--- src/rtl/mul_pkg.sv ---
package mul_pkg;
  typedef enum logic [1:0] {
    ST_IDLE = 2'd0,
    ST_RUN  = 2'd1,
    ST_FIN  = 2'd2
  } mul_state_e;

  typedef enum logic [1:0] {
    FORM_WORD = 2'd0,
    FORM_LONG = 2'd1,
    FORM_QUAD = 2'd2
  } form_e;
endpackage

--- src/rtl/mul_prep.sv ---
module mul_prep #(
  parameter int DW = 32
) (
  input  logic [DW-1:0] a_in,
  input  logic [DW-1:0] b_in,
  input  logic          sgn,
  input  logic          is_long,
  output logic [DW-1:0] mag_a,
  output logic [DW-1:0] mag_b,
  output logic          neg
);
  localparam int HW = DW / 2;

  // Widen a word-form operand to full width, by sign or zero extension.
  function automatic logic [DW-1:0] widen(input logic [DW-1:0] v, input logic s, input logic lng);
    if (lng) return v;
    return s ? {{HW{v[HW-1]}}, v[HW-1:0]} : {{HW{1'b0}}, v[HW-1:0]};
  endfunction

  // Unsigned magnitude; the most negative value maps onto its own bit pattern.
  function automatic logic [DW-1:0] magnitude(input logic [DW-1:0] v, input logic s);
    return (s && v[DW-1]) ? (~v + 1'b1) : v;
  endfunction

  logic [DW-1:0] ext_a, ext_b;

  always_comb begin
    ext_a = widen(a_in, sgn, is_long);
    ext_b = widen(b_in, sgn, is_long);
    mag_a = magnitude(ext_a, sgn);
    mag_b = magnitude(ext_b, sgn);
    neg   = sgn & (ext_a[DW-1] ^ ext_b[DW-1]);
  end
endmodule

--- src/rtl/mul_core.sv ---
module mul_core
  import mul_pkg::*;
#(
  parameter int DW = 32
) (
  input  logic            clk,
  input  logic            rst_n,
  input  logic            start,
  input  logic [DW-1:0]   mag_a,
  input  logic [DW-1:0]   mag_b,
  input  logic            neg_in,
  input  logic            half_len,
  output logic            busy,
  output logic            fin,
  output logic [2*DW-1:0] prod
);
  localparam int PW = 2 * DW;
  localparam int HW = DW / 2;
  localparam int CW = $clog2(DW);

  mul_state_e    state;
  logic [PW-1:0] mcand, acc;
  logic [DW-1:0] mplier;
  logic [CW-1:0] cnt;
  logic          neg_q;

  always_ff @(posedge clk) begin
    if (!rst_n) begin
      state  <= ST_IDLE;
      mcand  <= '0;
      acc    <= '0;
      mplier <= '0;
      cnt    <= '0;
      neg_q  <= 1'b0;
    end else begin
      case (state)
        ST_IDLE: if (start) begin
          mcand  <= PW'(mag_a);
          mplier <= mag_b;
          acc    <= '0;
          neg_q  <= neg_in;
          cnt    <= half_len ? CW'(HW - 1) : CW'(DW - 1);
          state  <= ST_RUN;
        end
        ST_RUN: begin
          if (mplier[0]) acc <= acc + mcand;
          mcand  <= mcand << 1;
          mplier <= mplier >> 1;
          if (cnt == '0) state <= ST_FIN;
          else           cnt   <= cnt - 1'b1;
        end
        default: state <= ST_IDLE;
      endcase
    end
  end

  assign busy = (state != ST_IDLE);
  assign fin  = (state == ST_FIN);
  assign prod = neg_q ? (~acc + 1'b1) : acc;

  AST_FIN_SINGLE: assert property (@(posedge clk) disable iff (!rst_n) fin |=> !fin);
  AST_FIN_TO_IDLE: assert property (@(posedge clk) disable iff (!rst_n) fin |=> !busy);
  AST_RUN_HOLDS: assert property (@(posedge clk) disable iff (!rst_n)
    (state == ST_RUN && cnt != '0) |=> (state == ST_RUN));
endmodule

--- src/rtl/mul_flags.sv ---
module mul_flags
  import mul_pkg::*;
#(
  parameter int DW = 32
) (
  input  logic [2*DW-1:0] prod,
  input  form_e           form,
  input  logic            sgn,
  output logic [DW-1:0]   hi,
  output logic [DW-1:0]   lo,
  output logic            n,
  output logic            z,
  output logic            v
);
  // True when the full product does not fit in the low DW bits.
  function automatic logic trunc_ovf(input logic [2*DW-1:0] p, input logic s);
    if (s) return p[2*DW-1:DW] != {DW{p[DW-1]}};
    return p[2*DW-1:DW] != '0;
  endfunction

  always_comb begin
    lo = prod[DW-1:0];
    if (form == FORM_QUAD) begin
      hi = prod[2*DW-1:DW];
      n  = prod[2*DW-1];
      z  = (prod == '0);
      v  = 1'b0;
    end else begin
      hi = '0;
      n  = prod[DW-1];
      z  = (prod[DW-1:0] == '0);
      v  = (form == FORM_LONG) ? trunc_ovf(prod, sgn) : 1'b0;
    end
  end
endmodule

--- src/rtl/mul_unit.sv ---
module mul_unit
  import mul_pkg::*;
#(
  parameter int DW = 32
) (
  input  logic          clk,
  input  logic          rst_n,
  input  logic          start,
  input  logic [DW-1:0] op_a,
  input  logic [DW-1:0] op_b,
  input  logic          signed_mode,
  input  logic          long_op,
  input  logic          wide_res,
  output logic          busy,
  output logic          done,
  output logic [DW-1:0] res_hi,
  output logic [DW-1:0] res_lo,
  output logic          flag_n,
  output logic          flag_z,
  output logic          flag_v,
  output logic          flag_c,
  output logic          keep_x
);
  localparam int PW = 2 * DW;

  logic [DW-1:0] mag_a, mag_b;
  logic          neg, fin, accept;
  logic [PW-1:0] prod;
  form_e         form_q;
  logic          sgn_q;
  logic [DW-1:0] f_hi, f_lo;
  logic          f_n, f_z, f_v;

  assign accept = start & ~busy;

  mul_prep #(.DW(DW)) u_prep (
    .a_in(op_a), .b_in(op_b), .sgn(signed_mode), .is_long(long_op),
    .mag_a(mag_a), .mag_b(mag_b), .neg(neg)
  );

  mul_core #(.DW(DW)) u_core (
    .clk(clk), .rst_n(rst_n), .start(start), .mag_a(mag_a), .mag_b(mag_b),
    .neg_in(neg), .half_len(~long_op), .busy(busy), .fin(fin), .prod(prod)
  );

  mul_flags #(.DW(DW)) u_flags (
    .prod(prod), .form(form_q), .sgn(sgn_q),
    .hi(f_hi), .lo(f_lo), .n(f_n), .z(f_z), .v(f_v)
  );

  always_ff @(posedge clk) begin
    if (!rst_n) begin
      form_q <= FORM_WORD;
      sgn_q  <= 1'b0;
      done   <= 1'b0;
      res_hi <= '0;
      res_lo <= '0;
      flag_n <= 1'b0;
      flag_z <= 1'b0;
      flag_v <= 1'b0;
    end else begin
      done <= fin;
      if (accept) begin
        sgn_q  <= signed_mode;
        form_q <= !long_op ? FORM_WORD : (wide_res ? FORM_QUAD : FORM_LONG);
      end
      if (fin) begin
        res_hi <= f_hi;
        res_lo <= f_lo;
        flag_n <= f_n;
        flag_z <= f_z;
        flag_v <= f_v;
      end
    end
  end

  assign flag_c = 1'b0;
  assign keep_x = 1'b1;

  AST_DONE_PULSE: assert property (@(posedge clk) disable iff (!rst_n) done |=> !done);
  AST_NO_OVERFLOW: assert property (@(posedge clk) disable iff (!rst_n)
    (done && form_q != FORM_LONG) |-> !flag_v);
  AST_HI_ZERO: assert property (@(posedge clk) disable iff (!rst_n)
    (done && form_q != FORM_QUAD) |-> (res_hi == '0));
  AST_N_SOURCE: assert property (@(posedge clk) disable iff (!rst_n)
    done |-> (flag_n == ((form_q == FORM_QUAD) ? res_hi[DW-1] : res_lo[DW-1])));
  AST_Z_WIDTH: assert property (@(posedge clk) disable iff (!rst_n)
    done |-> (flag_z == ({res_hi, res_lo} == '0)));
endmodule

--- config.mk ---
export PLATFORM = sky130hd
export DESIGN_NAME = mul_unit
export DESIGN_NICKNAME = d
export VERILOG_FILES = /design/src/rtl/mul_pkg.sv /design/src/rtl/mul_prep.sv /design/src/rtl/mul_core.sv /design/src/rtl/mul_flags.sv /design/src/rtl/mul_unit.sv
export SDC_FILE = /design/constraint.sdc
export NUM_CORES = 1
export LEC_CHECK = 0
export BUFFER_PORTS_ARGS = -buffer_cell sky130_fd_sc_hd__buf_2
export CAP_MARGIN = 30
export CELL_PAD_IN_SITES_DETAIL_PLACEMENT = 1
export CELL_PAD_IN_SITES_GLOBAL_PLACEMENT = 2
export CORE_ASPECT_RATIO = 1.1
export CORE_MARGIN = 2
export CORE_UTILIZATION = 35
export DETAILED_ROUTE_END_ITERATION = 10
export HOLD_SLACK_MARGIN = 0.03
export PLACE_DENSITY_LB_ADDON = 0.1
export RECOVER_POWER = 25
export SYNTH_ARGS = -nofsm -noshare
export SYNTH_HDL_FRONTEND = slang
export SYNTH_HIERARCHICAL = 1
export SYNTH_SLANG_ARGS = --single-unit
--- constraint.sdc ---
create_clock -name clk -period 11.8 [get_ports clk]
set_clock_uncertainty 0.1 [all_clocks]
set_input_delay 0.59 -clock clk [delete_from_list [all_inputs] [get_ports clk]]
set_output_delay 0.59 -clock clk [all_outputs]
set_load 0.005 [all_outputs]
# Word level (Yosys, flattened, before mapping)
# Cells that the tools add are included.
[totals]
register_bits = 239
output_inout_bits = 71
word_cells = 84
[classes]
add_sub_neg = 5
eq_ne = 9
muxes = 35
bitwise = 7
n_reduce_logical = 14
[op_table]
columns = ["cell", "count"]
rows = [
  ["32-bit two-way mux", 10],
  ["64-bit two-way mux", 4],
  ["64-bit one-hot mux with 2 select lines", 2],
  ["32-bit by 1-bit adder with 32-bit output, second input constant", 2],
  ["64-bit by 1-bit adder with 64-bit output, second input constant", 1],
  ["64-bit adder", 1],
  ["64-bit logical NOT", 1],
  ["32-bit NOT", 2],
  ["64-bit NOT", 1],
  ["32-bit one-hot mux with 2 select lines", 1],
  ["32-bit logical NOT", 1],
  ["32-bit inequality test", 1],
  ["32-bit nonzero test", 1],
  ["5-bit two-way mux", 3],
  ["5-bit one-hot mux with 2 select lines", 1],
  ["1-bit two-way mux", 9],
  ["2-bit two-way mux", 4],
  ["2-bit AND reduction", 3],
  ["3-bit AND reduction", 2],
  ["5-bit logical NOT", 1],
  ["5-bit by 1-bit subtractor with 5-bit output, second input constant", 1],
  ["2-bit by 1-bit equality test with 1-bit output, second input constant", 2],
  ["2-bit equality test, second input constant", 2],
  ["2-bit by 1-bit inequality test with 1-bit output, second input constant", 2],
  ["other kinds (8)", 12],
]

# Longest topological paths before layout
# Gate-level depths: netlist (run 1).
[logic_depth]
depth_word = 8
ltp_mapped = 19

# Cells and area by module
# The synthesis (run 1) kept the hierarchy.
[modules_own_cells]
columns = ["mod", "n_inst", "cells_each", "area_per_inst_um2", "seq_area_each_um2"]
rows = [
  ["mul_core", 1, 1502, 11557.3, 3363.2],
  ["mul_unit", 1, 237, 2731.4, 1421.4],
  ["mul_prep", 1, 285, 1856.8, 0.0],
  ["mul_flags", 1, 114, 735.7, 0.0],
]

# Least setup slack after synthesis (run 1)
# Ideal clock, no wire load.
[synth_timing]
kind = "flip-flop to flip-flop"
start = "register u_core.acc[15]"
end = "register flag_v"
t_arrival_ns = 4.922
slack_ns = 6.662
path_stages_with_launch = 18
n_path_buf = 0
period_less_slack_ns = 5.138
cell_sequence = "dfxtp_1 -> or4_4 -> or3_4 -> or4_4 -> or3_4 -> or3_4 -> or2_4 -> or3_4 -> or4_4 -> o41ai_2 -> xnor2_1 -> nor4_1 -> and4_1 -> nand3_1 -> nor3_1 -> a2111oi_1 -> mux2i_1 -> nor2b_1"
[synth_via]
elab_chain_len = 8
elab_cells_between_ends = 9
[synth_lines]
columns = ["element", "line_no", "text"]
rows = [
  ["from (decl)", "mul_core.sv:22", "logic [PW-1:0] mcand, acc;"],
  ["from (signal assigned)", "mul_core.sv:46", "if (mplier[0]) acc <= acc + mcand;"],
  ["64-bit NOT *", "mul_core.sv:59", "assign prod = neg_q ? (~acc + 1'b1) : acc;"],
  ["64-bit by 1-bit adder with 64-bit output *", "mul_core.sv:59", ""],
  ["64-bit two-way mux *", "mul_core.sv:59", ""],
  ["net prod[59]", "mul_unit.sv:28", "logic [PW-1:0] prod;"],
  ["32-bit inequality test", "mul_flags.sv:17", "if (s) return p[2*DW-1:DW] != {DW{p[DW-1]}};"],
  ["1-bit two-way mux", "mul_flags.sv:17", ""],
  ["1-bit two-way mux *", "mul_flags.sv:18", "return p[2*DW-1:DW] != '0;"],
  ["1-bit two-way mux *", "mul_flags.sv:32", "v = (form == FORM_LONG) ? trunc_ovf(prod, sgn) : 1'b0;"],
  ["1-bit two-way mux *", "mul_flags.sv:23", "if (form == FORM_QUAD) begin"],
  ["net f_v", "mul_unit.sv:32", "logic f_n, f_z, f_v;"],
  ["to (signal assigned)", "mul_unit.sv:72", "flag_v <= f_v;"],
  ["to (decl)", "mul_unit.sv:20", "output logic flag_v,"],
]
# Mark *: on every way through the listed nets, which the timed path passes. The rest lies on a longest branch. The select of a mux whose other input is x is not followed.
# A chain may end at the register's enable or synchronous reset.

# Worst setup path in the final report (run 1)
# Same ends and word-level chain as after synthesis.

==> qor.yml, run 1 <==
fp-row-count: 84
drcViolationCount: 0
period_share: 0.490
max_freq_mhz: 173
gr-total-overflow: 0
die_w_um: 213
internal-power_w: 0.00148
start_util: 0.354
synth_area_sq_mm: 0.0169
ys.flop_type: "dfxtp_1"
swShare: 0.296
htreeDepth: 1
drive_above_1_share: 0.0827
io-pin-count: 141
layout-area-overhead-vs-synth_pct: 9.42
synth_area_leader_cell: "dfxtp_1"
rsz0062_at_grt: "false"
r2r_start: "u_core/acc[15]"
crit_fanout: 7
pwr-share-seq: 0.419
die_h_um: 234
cts_resized: 0
async_flop_share: 0
status: "finished, violations left"
pre_cts_slack_ps: 6010
final_cell_mix: "nand2_1 (297), dfxtp_1 (238), a21oi_1 (121), xnor2_1 (121), nand3_1 (120)"
finalWorstSetupSlack_ps: 6020
synth_cell_types: 85
crit_path_max_incr_delay_ps: 570
hp-start: "wide_res"
clk_pin_slew_ps: 60
path_delay_family: "simple AND/OR/NAND/NOR gates"
cts_setup_buffers: 0
violations: "max-capacitance violations, max-slew violations"
p_sw_w: 0.000623
root_buffer: "clkbuf_16"
post_synth.cell_area_avg_sq_um: 7.90
hold_depth: 3
r2r_end: "flag_v"
min_delay_worst_endpoint: "form_q[0]"
postRouteAntennaNets: 0
peakVddDrop_v: 0.000115
critPathArrivalTime_ps: 6100
grt_max_degree: 96
coreArea_sq_mm: 0.0477
period_needed_ps: 5780
hold_viol_final: 0
cellLeakagePower_nw: 7.48
diodes: 0
yosys.area.top_type_share: 0.283
power_density_mw_per_mm2: 114
hpwl_um: 40400
fin_worst_hold_slack_ps: 272
total_power_w: 0.00210
slew_headroom: -0.963
crit_top_cell: "or3_4"
clock-sinks: 239
grtUsageTotal: 0.211
drtPass1Iterations: 4
critical_path_class: "flop to flop"
synthesis.nets: 2277
tightest_slew_ps: 2940
path_buf_inv: 0
cts_made_buffers: 27
worst_ep_required_time_ps: 12120
first_global_vias: 15200
grt_pass1_wl_um: 84900
antenna_found_initial: 2
port_buffers: 138
syn_inst: 2138
fin_util: 0.387
slew_violations: 71
cts_tree: "yes"
n_fill_cell: 5815
setup_tns_ps: 0
drt_iter0_drc: 766
gp_congestion: 0.840
cp_slowest_cell: "or4_4"
cp-end-kind: "flop"
routedWlPerCell_um: 19.0
synth_edf_count: 0
holdBufCountCts: 0
final_common_cell: "nand2_1"
wl_um: 53400
yosys_warnings: 6
startpoint_type: "flop"
hold_path_class: "input port to flop"
ff2ff_setup_slack_ps: 6020
reg2reg_depth: 17
clock_latency_ps: 550
cts_buffer_depth: 3
p_comb_frac: 0.187
ys_seq_elements: 239
vias: 15300
drv_cap: 2
synth_area_leaders: "dfxtp_1 (28%), nand2_1 (6.6%), xnor2_1 (6.3%)"
yosysSeqAreaShare: 0.283
avgViaCountPerCell: 5.46
die_area_sq_mm: 0.0500
path_cells: "or4_4, or3_4, or4_4, or3_4, or3_4, or2_4, or3_4, or4_4, o21ai_0, xnor2_1, nand4_1, nor4_1, nand2_1, a221oi_2, a2111oi_1, mux2i_1, nor2b_1"
setup_viol: 0
clockPowerShare: 0.393
path_depth: 17
nets: 2289
[synthesized netlist by cell type (all sizes together), types with 6 or more instances]
master    n
a21boi   41
a21o     35
a21oi   121
a221oi    8
a22oi    26
a31oi    12
and2     42
and3      8
buf      57
clkbuf  114
dfxtp   239
ha       68
inv      28
mux2i    72
nand2   298
nand2b   23
nand3   120
nand4    30
nor2     87
nor2b   110
nor3     24
nor4     29
o211a    63
o211ai    6
o21a     17
o21ai   118
o21bai   15
o31ai    28
o41ai    19
or2       7
or3      18
or4      16
xnor2   121
xor2     51
[how the worst max path moves through the flow]
stage | startpoint | to | slack, ps
finish | u_core/acc[15] | flag_v | 6020
global route | u_core/acc[15] | flag_v | 5740
CTS | u_core/acc[15] | flag_v | 6020
detailed placement | u_core/acc[15] | flag_v | 6010
global placement | u_core/acc[15] | flag_v | 6150
floorplan | u_core/acc[15] | flag_v | 6660
[per-layer routing]
layer | global-route usage | part of all wire
met5 | 0 | 0.00036
met4 | 0.0408 | 0.014
met3 | 0.0194 | 0.027
met2 | 0.328 | 0.43
met1 | 0.315 | 0.53
[area by class of cell]
| type | count | area (sq um) | area share |
|---|---|---|---|
| clock buffers | 39 | 761 | 0.0412 |
| clock inverters | 5 | 78.8 | 0.00427 |
| inverters | 29 | 109 | 0.00589 |
| multi-input cells | 1699 | 11200 | 0.604 |
| flip-flops and latches | 239 | 4790 | 0.259 |
| well taps | 645 | 807 | 0.0437 |
| repair buffers | 154 | 767 | 0.0415 |
[sequential cells by signal (all words and copies together) (netlist names), 2 cells and up]
signal / flops
u_core/acc: 64
u_core/mcand: 64
res_hi: 32
res_lo: 32
u_core/mplier: 32
u_core/cnt: 5
form_q: 2
u_core/state: 2
[worst reg2reg max path: stages, from the launching register on]
cell and delay (ps):
dfxtp_1 380, or4_4 570, or3_4 360, or4_4 430, or3_4 360, or3_4 410, or2_4 280, or3_4 410
or4_4 510, o21ai_0 220, xnor2_1 200, nand4_1 130, nor4_1 530, nand2_1 160, a221oi_2 300, a2111oi_1 90
mux2i_1 150, nor2b_1 70
[power by group through the flow]
stage | Clock, W | Combinational, W | Sequential [W]
after floorplan | 0 | 0.000297 | 0.000879
after global placement | 0 | 0.000387 | 0.000898
after global routing | 0.000889 | 0.000441 | 0.000885
final | 0.000827 | 0.000394 | 0.000881
after CTS | 0.000858 | 0.000398 | 0.000880
after detailed placement | 0 | 0.000397 | 0.000898
[kinds of logic (layout without fill, tap and decap cells)]
family,Yosys count,count (layout),synth area share
buf+inv,200,227,0.0566
xor+xnor,172,172,0.0892
other cells,2,2,0.000445
flops,239,239,0.283
simple gates,833,833,0.250
compound gates,549,549,0.225
fa+ha+maj,69,69,0.0516
mux,74,74,0.0440
[through the flow]
| stage | cells | instance area (sq um) |
|---|---|---|
| finish | 2810 | 18500 |
| detailed placement | 2766 | 17700 |
| global route | 2810 | 18500 |
| CTS | 2810 | 18600 |
| global placement | 2764 | 17700 |
| floorplan | 2138 | 16900 |
Note: power is estimated with default switching activity, not from simulation.
==> run 2, diff against run 1 <==
--- a/config.mk
+++ b/config.mk
@@ -11,7 +11,7 @@
 export CELL_PAD_IN_SITES_GLOBAL_PLACEMENT = 2
 export CORE_ASPECT_RATIO = 1.1
 export CORE_MARGIN = 2
-export CORE_UTILIZATION = 35
+export CORE_UTILIZATION = 33
 export DETAILED_ROUTE_END_ITERATION = 10
 export HOLD_SLACK_MARGIN = 0.03
 export PLACE_DENSITY_LB_ADDON = 0.1
==> constraint.sdc (replaced) <==
create_clock -name clk -period 5.2 [get_ports clk]
set_clock_uncertainty 0.1 [all_clocks]
set_input_delay 0.26 -clock clk [delete_from_list [all_inputs] [get_ports clk]]
set_output_delay 0.26 -clock clk [all_outputs]
set_load 0.005 [all_outputs]
==> qor.yml, run 2 (synthesis gave the netlist of run 1 again) <==
min_delay_worst_endpoint: "u_core/mplier[12]"
clock-sinks: 239
grt_max_degree: 128
grt_pass1_wl_um: 86500
port_buffers: 138
placed_area_sq_mm: 0.0180
antenna_found_initial: 0
period_share: 1.00
io-pin-count: 141
final_cell_mix: "nand2_1 (296), dfxtp_1 (237), a21oi_1 (121), nand3_1 (119), xnor2_1 (119)"
die_w_um: 220
status: "finished, violations left"
slew_violations: 37
cts_tree: "yes"
violations: "max-capacitance violations, max-slew violations, negative setup slack"
finalWorstSetupSlack_ps: -20.7
grtUsageTotal: 0.202
first_global_vias: 15300
rsz0062_at_grt: "true"
htreeDepth: 1
grtUsageMet1: 0.307
critPathArrivalTime_ps: 5580
coreArea_sq_mm: 0.0504
layout-area-overhead-vs-synth_pct: 13.0
stdcell_area_sq_mm: 0.0191
die_area_sq_mm: 0.0530
fin_worst_hold_slack_ps: 65.0
final_common_cell: "nand2_1"
hpwl_um: 40700
gr-total-overflow: 0
cellLeakagePower_nw: 7.85
wl_um: 53900
cts_buffer_depth: 3
diodes: 0
power_density_mw_per_mm2: 266
cts_made_buffers: 28
gp_congestion: 0.830
hold_depth: 5
drv_cap: 1
use_met2: 0.308
vias: 15200
setup_viol: 2
clock_latency_ps: 560
worst_ep_required_time_ps: 5560
hold_path_class: "input port to flop"
drive_above_1_share: 0.107
drt_iter0_drc: 794
root_buffer: "clkbuf_16"
hp-start: "op_b[12]"
nets: 2332
critical_path_class: "flop to flop"
cp-end-kind: "flop"
period_needed_ps: 5220
slew_headroom: -0.0848
crit_fanout: 3
max_freq_mhz: 192
clk_pin_slew_ps: 60
avgViaCountPerCell: 5.30
routedWlPerCell_um: 18.7
grt-busiest-layer: "met2"
drtPass1Iterations: 4
die_h_um: 241
drcViolationCount: 0
startpoint_type: "flop"
tightest_slew_ps: 1630
n_fill_cell: 6136
start_util: 0.335
use_met3: 0.0220
fin_util: 0.379
r2r_start: "u_core/acc[15]"
peakVddDrop_v: 0.000240
r2r_end: "flag_v"
hold_viol_final: 0
postRouteAntennaNets: 0
ff2ff_setup_slack_ps: -20
fp-row-count: 86
reg2reg_depth: 19
reg_top3: "u_core/acc (64), u_core/mcand (64)"
==> run 2: cell count changes in the layout (fill, tap and decap cells not counted), sizes merged <==
cell         delta
buf            +40
dlygate4sd3     +7
clkbuf          -6
clkinv          +6
bufinv          +3
clkinvlp        +1
inv             -1
==> run 2: how the worst max path moves through the flow <==
stage | start | end | slack [ps] | cells after the start
floorplan | u_core/acc[15] | flag_v | 60 | 17
global placement | u_core/acc[15] | flag_z | -180 | 18
detailed placement | u_core/acc[15] | flag_z | -260 | 18
CTS | u_core/acc[15] | flag_v | -160 | 17
global route | u_core/acc[15] | flag_v | -230 | 19
finish | u_core/acc[15] | flag_v | -20 | 19
==> run 2: power breakdown <==
part / switching [W] / internal [W] / total, W
registers: 0.0000865 / 0.00191 / 0.00200
clock network: 0.000824 / 0.00131 / 0.00213
logic: 0.000565 / 0.000379 / 0.000944
==> run 2: per-layer routing <==
layer / share of wire / vias to the layer above
met1: 0.53 / 7277
li1: - / 7715
met5: 0 / -
met2: 0.42 / 201
met4: 0.011 / 0
met3: 0.035 / 40
==> run 2: per-stage QoR <==
step / setup TNS (ps) / power, W / std cells / worst slack (ps)
3_3_place_gp: -298 / 0.00294 / 2812 / -177
3_5_place_dp: -480 / 0.00296 / 2813 / -265
4_1_cts: -308 / 0.00515 / 2874 / -159
2_1_floorplan: 0 / 0.00267 / 2138 / 61.8
6_report: -20.8 / 0.00507 / 2875 / -20.7
5_1_grt: -430 / 0.00535 / 2875 / -234
==> run 2: timing repair <==
item / in CTS / in global routing
gates cloned: 0 / 0
endpoints found under the setup margin: 2 / 2
hold buffers: 7 / 0
resized for setup: 7 / 8
buffers inserted: 2 / 1
pin swaps: 8 / 3
hold endpoints to repair: 6 / 0
==> run 2: critical path, stage by stage (launching register included) <==
cell       delay [ps]
dfxtp_2           320
or4_4             530
or3_4             340
or4_4             420
or3_4             340
or3_4             340
or2_4             250
or3_4             370
or4_4             470
o41ai_4           280
xnor2_2           180
buf_4             140
nand4_1            90
nor4_2            160
buf_4             160
nand2_2            50
a221oi_2          290
a2111oi_2          60
mux2i_1           150
nor2b_1            60
==> run 2: cell type report <==
cell class | instances | area [sq um] | area share
multi-input combinational | 1699 | 11200 | 0.590
timing repair buffer | 196 | 1120 | 0.0588
clock buffer | 38 | 790 | 0.0414
clock inverter | 14 | 198 | 0.0104
sequential | 239 | 4790 | 0.251
inverter | 29 | 109 | 0.00571
tap | 660 | 826 | 0.0433
